<file path="src/rtl/pmc_pkg.sv">
package pmc_pkg;

  localparam int WAIT_W = 18;

  typedef enum logic [2:0] {
    MD_HIGH  = 3'd0,
    MD_MED   = 3'd1,
    MD_SUB   = 3'd2,
    MD_SLEEP = 3'd3,
    MD_STBY  = 3'd4
  } pm_mode_e;

  typedef enum logic [1:0] {
    SEL_OSC2 = 2'd0,
    SEL_MED  = 2'd1,
    SEL_SUB  = 2'd2,
    SEL_OFF  = 2'd3
  } pm_sel_e;

  typedef enum logic [2:0] {
    SQ_IDLE = 3'd0,
    SQ_PRE  = 3'd1,
    SQ_WAIT = 3'd2,
    SQ_EXC  = 3'd3,
    SQ_HALT = 3'd4
  } pm_seq_e;

  // Stabilization wait length in states for each code.
  function automatic logic [WAIT_W-1:0] wait_states(input logic [2:0] code);
    logic [WAIT_W-1:0] n;
    case (code)
      3'd5:    n = WAIT_W'(2);
      3'd6:    n = WAIT_W'(8);
      3'd7:    n = WAIT_W'(16);
      default: n = WAIT_W'(32'd8192 << code);
    endcase
    return n;
  endfunction

  function automatic pm_sel_e sel_of(input pm_mode_e m);
    pm_sel_e s;
    case (m)
      MD_MED:  s = SEL_MED;
      MD_SUB:  s = SEL_SUB;
      MD_STBY: s = SEL_OFF;
      default: s = SEL_OSC2;
    endcase
    return s;
  endfunction

endpackage

</file>
<file path="src/rtl/pmc_mode_decode.sv">
module pmc_mode_decode
  import pmc_pkg::*;
(
  input  pm_mode_e cur_mode,
  input  logic     cfg_standby,
  input  logic     cfg_lowspd,
  input  logic     cfg_medspd,
  input  logic     cfg_direct,
  input  logic     cfg_subclk,
  output logic     dec_valid,
  output pm_mode_e dec_tgt,
  output logic     dec_wait
);

  logic fast_mode;
  assign fast_mode = (cur_mode == MD_HIGH) || (cur_mode == MD_MED);

  always_comb begin
    dec_valid = 1'b0;
    dec_tgt   = cur_mode;
    dec_wait  = 1'b0;
    if (fast_mode) begin
      if (!cfg_direct) begin
        if (!cfg_lowspd) begin
          dec_valid = 1'b1;
          dec_tgt   = cfg_standby ? MD_STBY : MD_SLEEP;
        end
      end else if (cfg_standby && cfg_lowspd && cfg_subclk) begin
        dec_valid = 1'b1;
        dec_tgt   = MD_SUB;
      end else if (!cfg_standby && !cfg_lowspd) begin
        if ((cur_mode == MD_HIGH) && cfg_medspd) begin
          dec_valid = 1'b1;
          dec_tgt   = MD_MED;
        end else if ((cur_mode == MD_MED) && !cfg_medspd) begin
          dec_valid = 1'b1;
          dec_tgt   = MD_HIGH;
        end
      end
    end else if (cur_mode == MD_SUB) begin
      if (cfg_direct && cfg_standby && !cfg_lowspd && !cfg_medspd && cfg_subclk) begin
        dec_valid = 1'b1;
        dec_tgt   = MD_HIGH;
        dec_wait  = 1'b1;
      end
    end
  end

endmodule

</file>
<file path="src/rtl/pmc_state_tick.sv">
module pmc_state_tick
  import pmc_pkg::*;
#(
  parameter int DIV_W = 8
) (
  input  logic       clk,
  input  logic       rst_n,
  input  logic       osc_en,
  input  logic       wat_en,
  input  pm_sel_e    sel,
  input  logic [1:0] med_div,
  input  logic [1:0] sub_div,
  input  logic       restart,
  output logic       tick
);

  logic [DIV_W-1:0] cnt_q, cnt_d, last;
  logic             src;

  always_comb begin
    case (sel)
      SEL_OSC2: begin
        src  = osc_en;
        last = DIV_W'(1);
      end
      SEL_MED: begin
        src  = osc_en;
        last = DIV_W'((32'd16 << med_div) - 32'd1);
      end
      SEL_SUB: begin
        src  = wat_en;
        last = sub_div[1] ? DIV_W'(7) : DIV_W'((32'd2 << sub_div) - 32'd1);
      end
      default: begin
        src  = 1'b0;
        last = '0;
      end
    endcase
  end

  assign tick = src && (cnt_q == last);

  always_comb begin
    cnt_d = cnt_q;
    if (restart)   cnt_d = '0;
    else if (tick) cnt_d = '0;
    else if (src)  cnt_d = cnt_q + 1'b1;
  end

  always_ff @(posedge clk or negedge rst_n) begin
    if (!rst_n) cnt_q <= '0;
    else        cnt_q <= cnt_d;
  end

endmodule

</file>
<file path="src/rtl/pmc_seq_ctrl.sv">
module pmc_seq_ctrl
  import pmc_pkg::*;
#(
  parameter int PRE_STATES = 3,
  parameter int EXC_STATES = 14
) (
  input  logic       clk,
  input  logic       rst_n,
  input  logic       sleep_req,
  input  logic       wake_req,
  input  logic       tick,
  input  logic       dec_valid,
  input  pm_mode_e   dec_tgt,
  input  logic       dec_wait,
  input  logic [2:0] wait_sel,
  output pm_mode_e   mode,
  output pm_sel_e    sel,
  output logic       busy,
  output logic       err,
  output logic       irq,
  output logic       restart
);

  pm_seq_e           sq_q, sq_d;
  logic [WAIT_W-1:0] cnt_q, cnt_d;
  pm_mode_e          mode_q, mode_d, tgt_q, tgt_d, orig_q, orig_d;
  pm_sel_e           sel_q, sel_d;
  logic [2:0]        wsel_q, wsel_d;
  logic              wneed_q, wneed_d;
  logic              err_q, err_d, irq_q, irq_d;
  logic [WAIT_W-1:0] wait_last;

  assign wait_last = wait_states(wsel_q) - 1'b1;

  always_comb begin
    sq_d    = sq_q;
    cnt_d   = cnt_q;
    mode_d  = mode_q;
    tgt_d   = tgt_q;
    orig_d  = orig_q;
    sel_d   = sel_q;
    wsel_d  = wsel_q;
    wneed_d = wneed_q;
    err_d   = 1'b0;
    irq_d   = 1'b0;
    restart = 1'b0;
    case (sq_q)
      SQ_IDLE: begin
        if (sleep_req) begin
          if (dec_valid) begin
            sq_d    = SQ_PRE;
            cnt_d   = '0;
            tgt_d   = dec_tgt;
            wneed_d = dec_wait;
            wsel_d  = wait_sel;
            restart = 1'b1;
          end else begin
            err_d = 1'b1;
          end
        end
      end
      SQ_PRE: begin
        if (tick) begin
          if (cnt_q == WAIT_W'(PRE_STATES - 1)) begin
            cnt_d   = '0;
            restart = 1'b1;
            mode_d  = tgt_q;
            if ((tgt_q == MD_SLEEP) || (tgt_q == MD_STBY)) begin
              orig_d = mode_q;
              sq_d   = SQ_HALT;
              if (tgt_q == MD_STBY) sel_d = SEL_OFF;
            end else begin
              sel_d = sel_of(tgt_q);
              if (wneed_q) begin
                sq_d = SQ_WAIT;
              end else begin
                sq_d  = SQ_EXC;
                irq_d = 1'b1;
              end
            end
          end else begin
            cnt_d = cnt_q + 1'b1;
          end
        end
      end
      SQ_WAIT: begin
        if (tick) begin
          if (cnt_q == wait_last) begin
            cnt_d = '0;
            sq_d  = SQ_EXC;
            irq_d = 1'b1;
          end else begin
            cnt_d = cnt_q + 1'b1;
          end
        end
      end
      SQ_EXC: begin
        if (tick) begin
          if (cnt_q == WAIT_W'(EXC_STATES - 1)) begin
            cnt_d = '0;
            sq_d  = SQ_IDLE;
          end else begin
            cnt_d = cnt_q + 1'b1;
          end
        end
      end
      SQ_HALT: begin
        if (wake_req) begin
          restart = 1'b1;
          cnt_d   = '0;
          if (mode_q == MD_SLEEP) begin
            mode_d = orig_q;
            sel_d  = sel_of(orig_q);
            sq_d   = SQ_EXC;
            irq_d  = 1'b1;
          end else begin
            mode_d = MD_HIGH;
            sel_d  = SEL_OSC2;
            sq_d   = SQ_WAIT;
          end
        end
      end
      default: sq_d = SQ_IDLE;
    endcase
  end

  always_ff @(posedge clk or negedge rst_n) begin
    if (!rst_n) begin
      sq_q    <= SQ_IDLE;
      cnt_q   <= '0;
      mode_q  <= MD_HIGH;
      tgt_q   <= MD_HIGH;
      orig_q  <= MD_HIGH;
      sel_q   <= SEL_OSC2;
      wsel_q  <= 3'd0;
      wneed_q <= 1'b0;
      err_q   <= 1'b0;
      irq_q   <= 1'b0;
    end else begin
      sq_q    <= sq_d;
      cnt_q   <= cnt_d;
      mode_q  <= mode_d;
      tgt_q   <= tgt_d;
      orig_q  <= orig_d;
      sel_q   <= sel_d;
      wsel_q  <= wsel_d;
      wneed_q <= wneed_d;
      err_q   <= err_d;
      irq_q   <= irq_d;
    end
  end

  assign mode = mode_q;
  assign sel  = sel_q;
  assign busy = (sq_q != SQ_IDLE) && (sq_q != SQ_HALT);
  assign err  = err_q;
  assign irq  = irq_q;

endmodule

</file>
<file path="src/rtl/pmc_dt_ctrl.sv">
module pmc_dt_ctrl
  import pmc_pkg::*;
#(
  parameter int DIV_W      = 8,
  parameter int PRE_STATES = 3,
  parameter int EXC_STATES = 14
) (
  input  logic       clk,
  input  logic       rst_n,
  input  logic       osc_en,
  input  logic       wat_en,
  input  logic       sleep_req,
  input  logic       wake_req,
  input  logic       cfg_standby,
  input  logic       cfg_lowspd,
  input  logic       cfg_medspd,
  input  logic       cfg_direct,
  input  logic       cfg_subclk,
  input  logic [2:0] wait_sel,
  input  logic [1:0] med_div,
  input  logic [1:0] sub_div,
  output logic [2:0] mode_o,
  output logic [1:0] clk_sel_o,
  output logic       busy_o,
  output logic       err_o,
  output logic       wake_irq_o
);

  logic     rst_meta, rst_sync_n;
  pm_mode_e cur_mode, dec_tgt;
  pm_sel_e  cur_sel;
  logic     dec_valid, dec_wait, tick, restart;

  // Asynchronous assertion, synchronous release.
  always_ff @(posedge clk or negedge rst_n) begin
    if (!rst_n) begin
      rst_meta   <= 1'b0;
      rst_sync_n <= 1'b0;
    end else begin
      rst_meta   <= 1'b1;
      rst_sync_n <= rst_meta;
    end
  end

  pmc_mode_decode u_dec (
    .cur_mode    (cur_mode),
    .cfg_standby (cfg_standby),
    .cfg_lowspd  (cfg_lowspd),
    .cfg_medspd  (cfg_medspd),
    .cfg_direct  (cfg_direct),
    .cfg_subclk  (cfg_subclk),
    .dec_valid   (dec_valid),
    .dec_tgt     (dec_tgt),
    .dec_wait    (dec_wait)
  );

  pmc_state_tick #(.DIV_W(DIV_W)) u_tick (
    .clk     (clk),
    .rst_n   (rst_sync_n),
    .osc_en  (osc_en),
    .wat_en  (wat_en),
    .sel     (cur_sel),
    .med_div (med_div),
    .sub_div (sub_div),
    .restart (restart),
    .tick    (tick)
  );

  pmc_seq_ctrl #(.PRE_STATES(PRE_STATES), .EXC_STATES(EXC_STATES)) u_seq (
    .clk       (clk),
    .rst_n     (rst_sync_n),
    .sleep_req (sleep_req),
    .wake_req  (wake_req),
    .tick      (tick),
    .dec_valid (dec_valid),
    .dec_tgt   (dec_tgt),
    .dec_wait  (dec_wait),
    .wait_sel  (wait_sel),
    .mode      (cur_mode),
    .sel       (cur_sel),
    .busy      (busy_o),
    .err       (err_o),
    .irq       (wake_irq_o),
    .restart   (restart)
  );

  assign mode_o    = cur_mode;
  assign clk_sel_o = cur_sel;

endmodule

</file>
<file path="config.mk">
export PLATFORM = sky130hd
export DESIGN_NAME = pmc_dt_ctrl
export DESIGN_NICKNAME = d
export VERILOG_FILES = /design/src/rtl/pmc_pkg.sv /design/src/rtl/pmc_mode_decode.sv /design/src/rtl/pmc_state_tick.sv /design/src/rtl/pmc_seq_ctrl.sv /design/src/rtl/pmc_dt_ctrl.sv
export SDC_FILE = /design/constraint.sdc
export NUM_CORES = 1
export LEC_CHECK = 0
export BUFFER_PORTS_ARGS = -buffer_cell sky130_fd_sc_hd__clkbuf_2
export CAP_MARGIN = 40
export CORE_MARGIN = 2
export CORE_UTILIZATION = 50
export DETAILED_ROUTE_END_ITERATION = 8
export PLACE_DENSITY = 0.68
export SETUP_SLACK_MARGIN = 0.4
export SYNTH_ARGS = -nofsm -noshare
export SYNTH_HDL_FRONTEND = slang
export SYNTH_HIERARCHICAL = 1
export SYNTH_SLANG_ARGS = --single-unit
</file>
<file path="constraint.sdc">
create_clock -name clk -period 1.57 [get_ports clk]
set_input_delay 0.157 -clock clk [delete_from_list [all_inputs] [get_ports clk]]
set_output_delay 0.157 -clock clk [all_outputs]
set_load 0.03 [all_outputs]
</file>
* Yosys cells after proc, flatten, opt, wreduce, memory -nomap -nowiden
Cells that the tools add are included.
** Cells by class
- Reductions and logical operators :: 30
- Shift-type cells :: 3
- Equal/unequal tests :: 34
- Multiplexer cells :: 82
- Add/sub/neg operators :: 5
** Operator list (number)
- $mux 18 :: 9
- $pmux 18 s5 :: 1
- $mux 3 :: 24
- $pmux 18 s3 :: 1
- $mux 8 :: 4
- $mux 1 :: 28
- $pmux 8 s3 :: 1
- $eq 3x2->1 const B :: 7
- $add 18x1->18 const B :: 1
- $eq 18x18->1 :: 1
- $eq 18x2->1 const B :: 1
- $eq 18x4->1 const B :: 1
- $eq 3x3->1 const B :: 6
- $shl 14x3->18 const A :: 1
- $sub 18x1->18 const B :: 1
- $sub 8x1->8 const B :: 2
- $pmux 3 s5 :: 1
- $eq 3x1->1 const B :: 4
- $mux 2 :: 6
- $ne 2x2->1 const B :: 6
- $pmux 2 s3 :: 2
- $logic_and 1x1->1 :: 11
- $reduce_and 9->1 :: 1
- $add 8x1->8 const B :: 1
- other kinds (24) :: 33
** Word-level totals
- Word-level logic and storage cells :: 167
- Input port bits :: 18
- Bits in registers :: 48
- Output and inout bits :: 8

* Logic depth before layout (Yosys ltp)
- Depth after elaboration :: 12
- Mapped depth :: 15
- Gate-level depth less buffers :: 15

* Cells and area by module
The synthesis kept the hierarchy.
** Modules (own cells, without submodules)
- pmc_seq_ctrl :: area each 2409.8 um^2, times used 1, cells each 262, sequential area each 950.9 um^2
- pmc_state_tick :: area each 650.6 um^2, times used 1, cells each 68, sequential area each 200.2 um^2
- pmc_mode_decode :: area each 168.9 um^2, times used 1, cells each 26, sequential area each 0.0 um^2
- pmc_dt_ctrl :: area each 53.8 um^2, times used 1, cells each 3, sequential area each 50.0 um^2

* Worst setup path after synthesis
No wires, ideal clock.
- Kind :: register to register
- Start point :: reg u_seq.sel_q[0], in the netlist u_seq/sel[0]
- End point :: reg u_tick.cnt_q[6]
- Cell stages (with the launch flop) :: 13
- Arrival time :: 2.946 ns
- Setup slack :: -1.454 ns
- Clock period less this slack :: 3.024 ns
- Cells stage by stage :: dfrtp_1 or2b_1 nor2_1 or4_4 a2111oi_2 and3_1 a21oi_1 nand2_1 inv_1 a31oi_1 nand4_1 xor2_1 a21oi_1
** On the way
- Word-level cells in the longest chain between the ends :: 7
- Elaborated cells on any way between the ends :: 13
- Classes of those cells :: 3 x eq/ne; 6 x mux; 4 x reduce/logical
** Ends and longest elaborated chain
- start, declared :: line pmc_seq_ctrl.sv:27 : pm_sel_e sel_q, sel_d;
- start signal, assigned :: line pmc_seq_ctrl.sv:145 : sel_q <= sel_d;
- $eq 2x2->1, or another cell as far along :: line pmc_state_tick.sv:21 : case (sel)
- $pmux 8 s3 / $reduce_or 2->1 (equally long branches)
- $eq 8x8->1 / $pmux 1 s2 (equally long branches) :: line pmc_state_tick.sv:41, pmc_state_tick.sv:21
- $logic_and 1x1->1 (*) :: line pmc_state_tick.sv:41 : assign tick = src && (cnt_q == last);
- net tick :: line pmc_dt_ctrl.sv:32 : logic dec_valid, dec_wait, tick, restart;
- $mux 1 (*) :: line pmc_seq_ctrl.sv:63 : if (tick) begin
- $pmux 1 s3 (*) :: line pmc_seq_ctrl.sv:47 : case (sq_q)
- net restart :: line pmc_dt_ctrl.sv:32
- $reduce_bool 3->1 (no source line) / $mux 8 (equally long branches)
- end signal, assigned :: line pmc_state_tick.sv:52 : else cnt_q <= cnt_d;
- end, declared :: line pmc_state_tick.sv:17 : logic [DIV_W-1:0] cnt_q, cnt_d, last;
The timed path passes the listed nets; every way through them passes the cells marked *.
A chain may end at the register's enable or synchronous reset.

* Final worst setup path
- Start point :: reg u_seq.sel_q[0], in the netlist u_seq/sel[0]
- End point :: reg u_seq.cnt_q[8]
** On the way
- Word-level cells in the longest chain between the ends :: 6
- Elaborated cells on any way between the ends :: 12
- Classes of those cells :: 6 x eq/ne; 2 x mux; 4 x reduce/logical
** Ends and longest elaborated chain
- $eq 2x2->1, or another cell as far along :: line pmc_state_tick.sv:21
- $pmux 8 s3 / $reduce_or 2->1 (equally long branches)
- $eq 8x8->1 / $pmux 1 s2 (equally long branches) :: line pmc_state_tick.sv:41, pmc_state_tick.sv:21
- $logic_and 1x1->1 (*) :: line pmc_state_tick.sv:41
- net tick :: line pmc_dt_ctrl.sv:32
- $ne 2x2->1 (no source line)
- $reduce_and 7->1 (no source line) (*)
- end signal, assigned :: line pmc_seq_ctrl.sv:141 : cnt_q <= cnt_d;
- end, declared :: line pmc_seq_ctrl.sv:25 : logic [WAIT_W-1:0] cnt_q, cnt_d;
Marked as above.

==> metrics.csv <==
metric,value,unit
status,"finished, violations left",
violations,negative setup slack,
clkTransAtPathRegs,0.10,ns
p_total,6.828,mW
path_cells,"or2b_1, nor4_1, o21ai_1, a2111oi_4, buf_4, o2111ai_4, a21oi_4, clkbuf_16, buf_6, a41oi_2, a31oi_1",
critical_path_depth,11,
grt_max_degree,26,
yosys-top-cells-area,"dfrtp_1, mux2_2, nand2_1",
synth_area_per_cell,9.145,um2
min_path_type,in2reg,
clockRootBuffer,clkbuf_8,
yosys.area.top_type_share,0.3659,
rsz0062_at_grt,yes,
cellLeakagePower,2.295,nW
seq_power_share,0.256,
reg2reg_to,u_seq/cnt_q[8],
seq_area_frac_synth,0.3659,
timing.setup.tns,-48.91,ns
critPathTopFamily,compound AO/OA/AOI/OAI gates,
internal_power,4.065,mW
p_switching,2.763,mW
synth_warnings,6,
required,1.81,ns
r2r_start,u_seq/sel[0],
synth_edf_count,0,
syn_to_final_growth,55.30,%
clock_sinks,48,
synth_commonest_cells,"dfrtp_1, nand2_1, a21oi_1",
yosysMostFrequentCell,dfrtp_1,
maxCapViolations,0,
io_pins,26,
routedWlPerCell,18.55,um
synth_cell_type_count,74,
crit_arrival,3.16,ns
p_clk_frac,0.143,
route.detailed.drc,0,
num_vias,3602,
io_buffers,25,
start_kind,flip-flop,
ys_ff_latch,48,
core_area,6350,um2
drtAntennaViolNets,0,
holdPathStages,2,
rows,29,
r2r_cells,11,
min-delay-start,wait_sel[0],
relSlewSlack,0.6253,
cts_tree,yes,
antenna_found_initial,0,
worst-path-buf-inv,3,
whs_endpoint,u_seq/wsel_q[0],
start_util,0.5170,
clock.fmax,342.7,MHz
slowest_delay,0.46,ns
ff2ff_setup_slack,-1.35,ns
num_antenna_cells,0,
syn-cell-area,3283,um2
power_density,1339,nW/um2
clk_path_buf_depth,2,
hold_viol,0,
drive_above_1_share,0.4912,
track_usage,0.2764,
drtPass1Iterations,6,
drv_slew,0,
period_needed,2.918,ns
share_comb_of_total_power,0.601,
crit_fanout,6,
finalClockSkew,0.01156,ns
synthCells,359,
routed_wl,10870,um
fp.dieW,85.03,um
dieArea,7230,um2
grt_pass1_vias,3376,
worstSetupPathType,reg2reg,
tightestPinTransition,0.5577,ns
numCtsBuffers,5,
synth_ff_type,dfrtp_1,
gp_routability_congestion,0.8672,
worstSetupEndpointType,flip-flop,
setup_viol,45,
vias_per_cell,6.147,
htreeDepth,2,
ir_drop,0.001103,V
period_share,1.859,
nets,534,
slowest_stage,dfrtp_2,
fin_ws,-1.348,ns
syn_nets,385,
yosysTopAreaCell,dfrtp_1,
netSwitchingFraction,0.4046,
hpwl,6670,um
grt_pass1_wl,16060,um
grt_overflow,0,
die_h,85.03,um
synthArstFlopShare,1.000,
drtIter0Drc,262,
clkLatencyLatePin,0.32,ns
metrics by stage:
| step | area [um2] | util | cells | worst slack, ns | hold slack [ns] |
|---|---|---|---|---|---|
| floorplan | 3400 | - | 359 | -1.129 | -0.1386 |
| global placement | 4355 | 0.6859 | 554 | -1.226 | -0.05794 |
| detailed placement | 4355 | 0.6859 | 554 | -1.352 | -0.05389 |
| CTS | 4780 | 0.7527 | 576 | -1.158 | 0.07240 |
| global route | 5099 | 0.8030 | 586 | -1.504 | 0.07716 |
| finish | 5099 | 0.8030 | 586 | -1.348 | 0.06467 |
cell type report:
cell class | count | area (um2)
Clock buffer | 6 | 82.58
Clock inverter | 2 | 38.79
Fill cell | 346 | 1251
Inverter | 12 | 50.05
Multi-Input combinational cell | 282 | 2311
Sequential cell | 48 | 1207
Tap cell | 77 | 96.34
Timing Repair Buffer | 159 | 1313
how the worst max path moves through the flow:
stage | endpoint | start | slack, ns
after floorplan | u_tick/cnt_q[7] | u_seq/sel[0] | -1.13
after global placement | u_tick/cnt_q[7] | sub_div[1] | -1.23
after detailed placement | u_tick/cnt_q[6] | sub_div[1] | -1.35
after CTS | u_seq/cnt_q[15] | u_seq/sel[0] | -1.16
after global routing | u_seq/cnt_q[8] | u_seq/sel[0] | -1.50
final | u_seq/cnt_q[8] | u_seq/sel[0] | -1.35
metal layers:
layer / global-route usage / up-vias / share of wire
li1: - / 1637 / -
met1: 0.3672 / 1736 / 0.42
met2: 0.4695 / 193 / 0.50
met3: 0.04086 / 36 / 0.061
met4: 0.07937 / 0 / 0.027
met5: 0 / - / 0
cell usage in the layout, fill, tap and decap left out, types with 8 or more instances in the layout:
cell type	Yosys	routed
a21oi_1	23	11
a21oi_2	2	12
a31oi_1	14	11
and3_1	13	12
buf_4	0	109
buf_6	3	18
clkbuf_2	0	20
clkbuf_8	0	9
dfrtp_1	48	43
inv_1	11	10
nand2_1	31	24
nand3_1	15	14
nand4_1	9	9
nor2_1	21	19
o21ai_1	7	9
xor2_1	10	8
timing repair:
item | in CTS | in global routing
endpoints found under the hold margin | 2 | 0
pin swaps | 23 | 28
cloned | 0 | 1
gates resized for setup | 52 | 49
buffers inserted | 13 | 9
hold buffers | 1 | 0
endpoints found under the setup margin | 51 | 51
power groups by stage:
stage / Sequential, mW / Combinational [mW] / Clock, mW
6_report: 1.74 / 4.11 / 0.977
5_1_grt: 1.77 / 4.36 / 1.03
4_1_cts: 1.71 / 3.49 / 0.986
3_5_place_dp: 1.74 / 3.10 / 0
3_3_place_gp: 1.73 / 3.02 / 0
2_1_floorplan: 1.78 / 1.85 / 0
flip-flops by register name, summed over array words and instances, names as in the netlist:
register / flops
rst_meta: 1
u_seq/tgt_q: 3
u_seq/orig_q: 3
u_seq/wsel_q: 3
u_seq/cnt_q: 18
u_seq/err: 1
u_seq/irq: 1
u_seq/sel: 2
rst_sync_n: 1
u_seq/wneed_q: 1
u_seq/sq_q: 3
u_tick/cnt_q: 8
u_seq/mode: 3
kinds of logic after synthesis:
group,after synthesis,synth area share
compound gates,98,0.2157
xor+xnor,18,0.04802
fa+ha+maj,8,0.03049
buf+inv,29,0.04230
flops,48,0.3659
mux,13,0.04383
other cells,1,0.001142
simple gates,144,0.2527
Note: power is estimated with default switching activity, not from simulation.
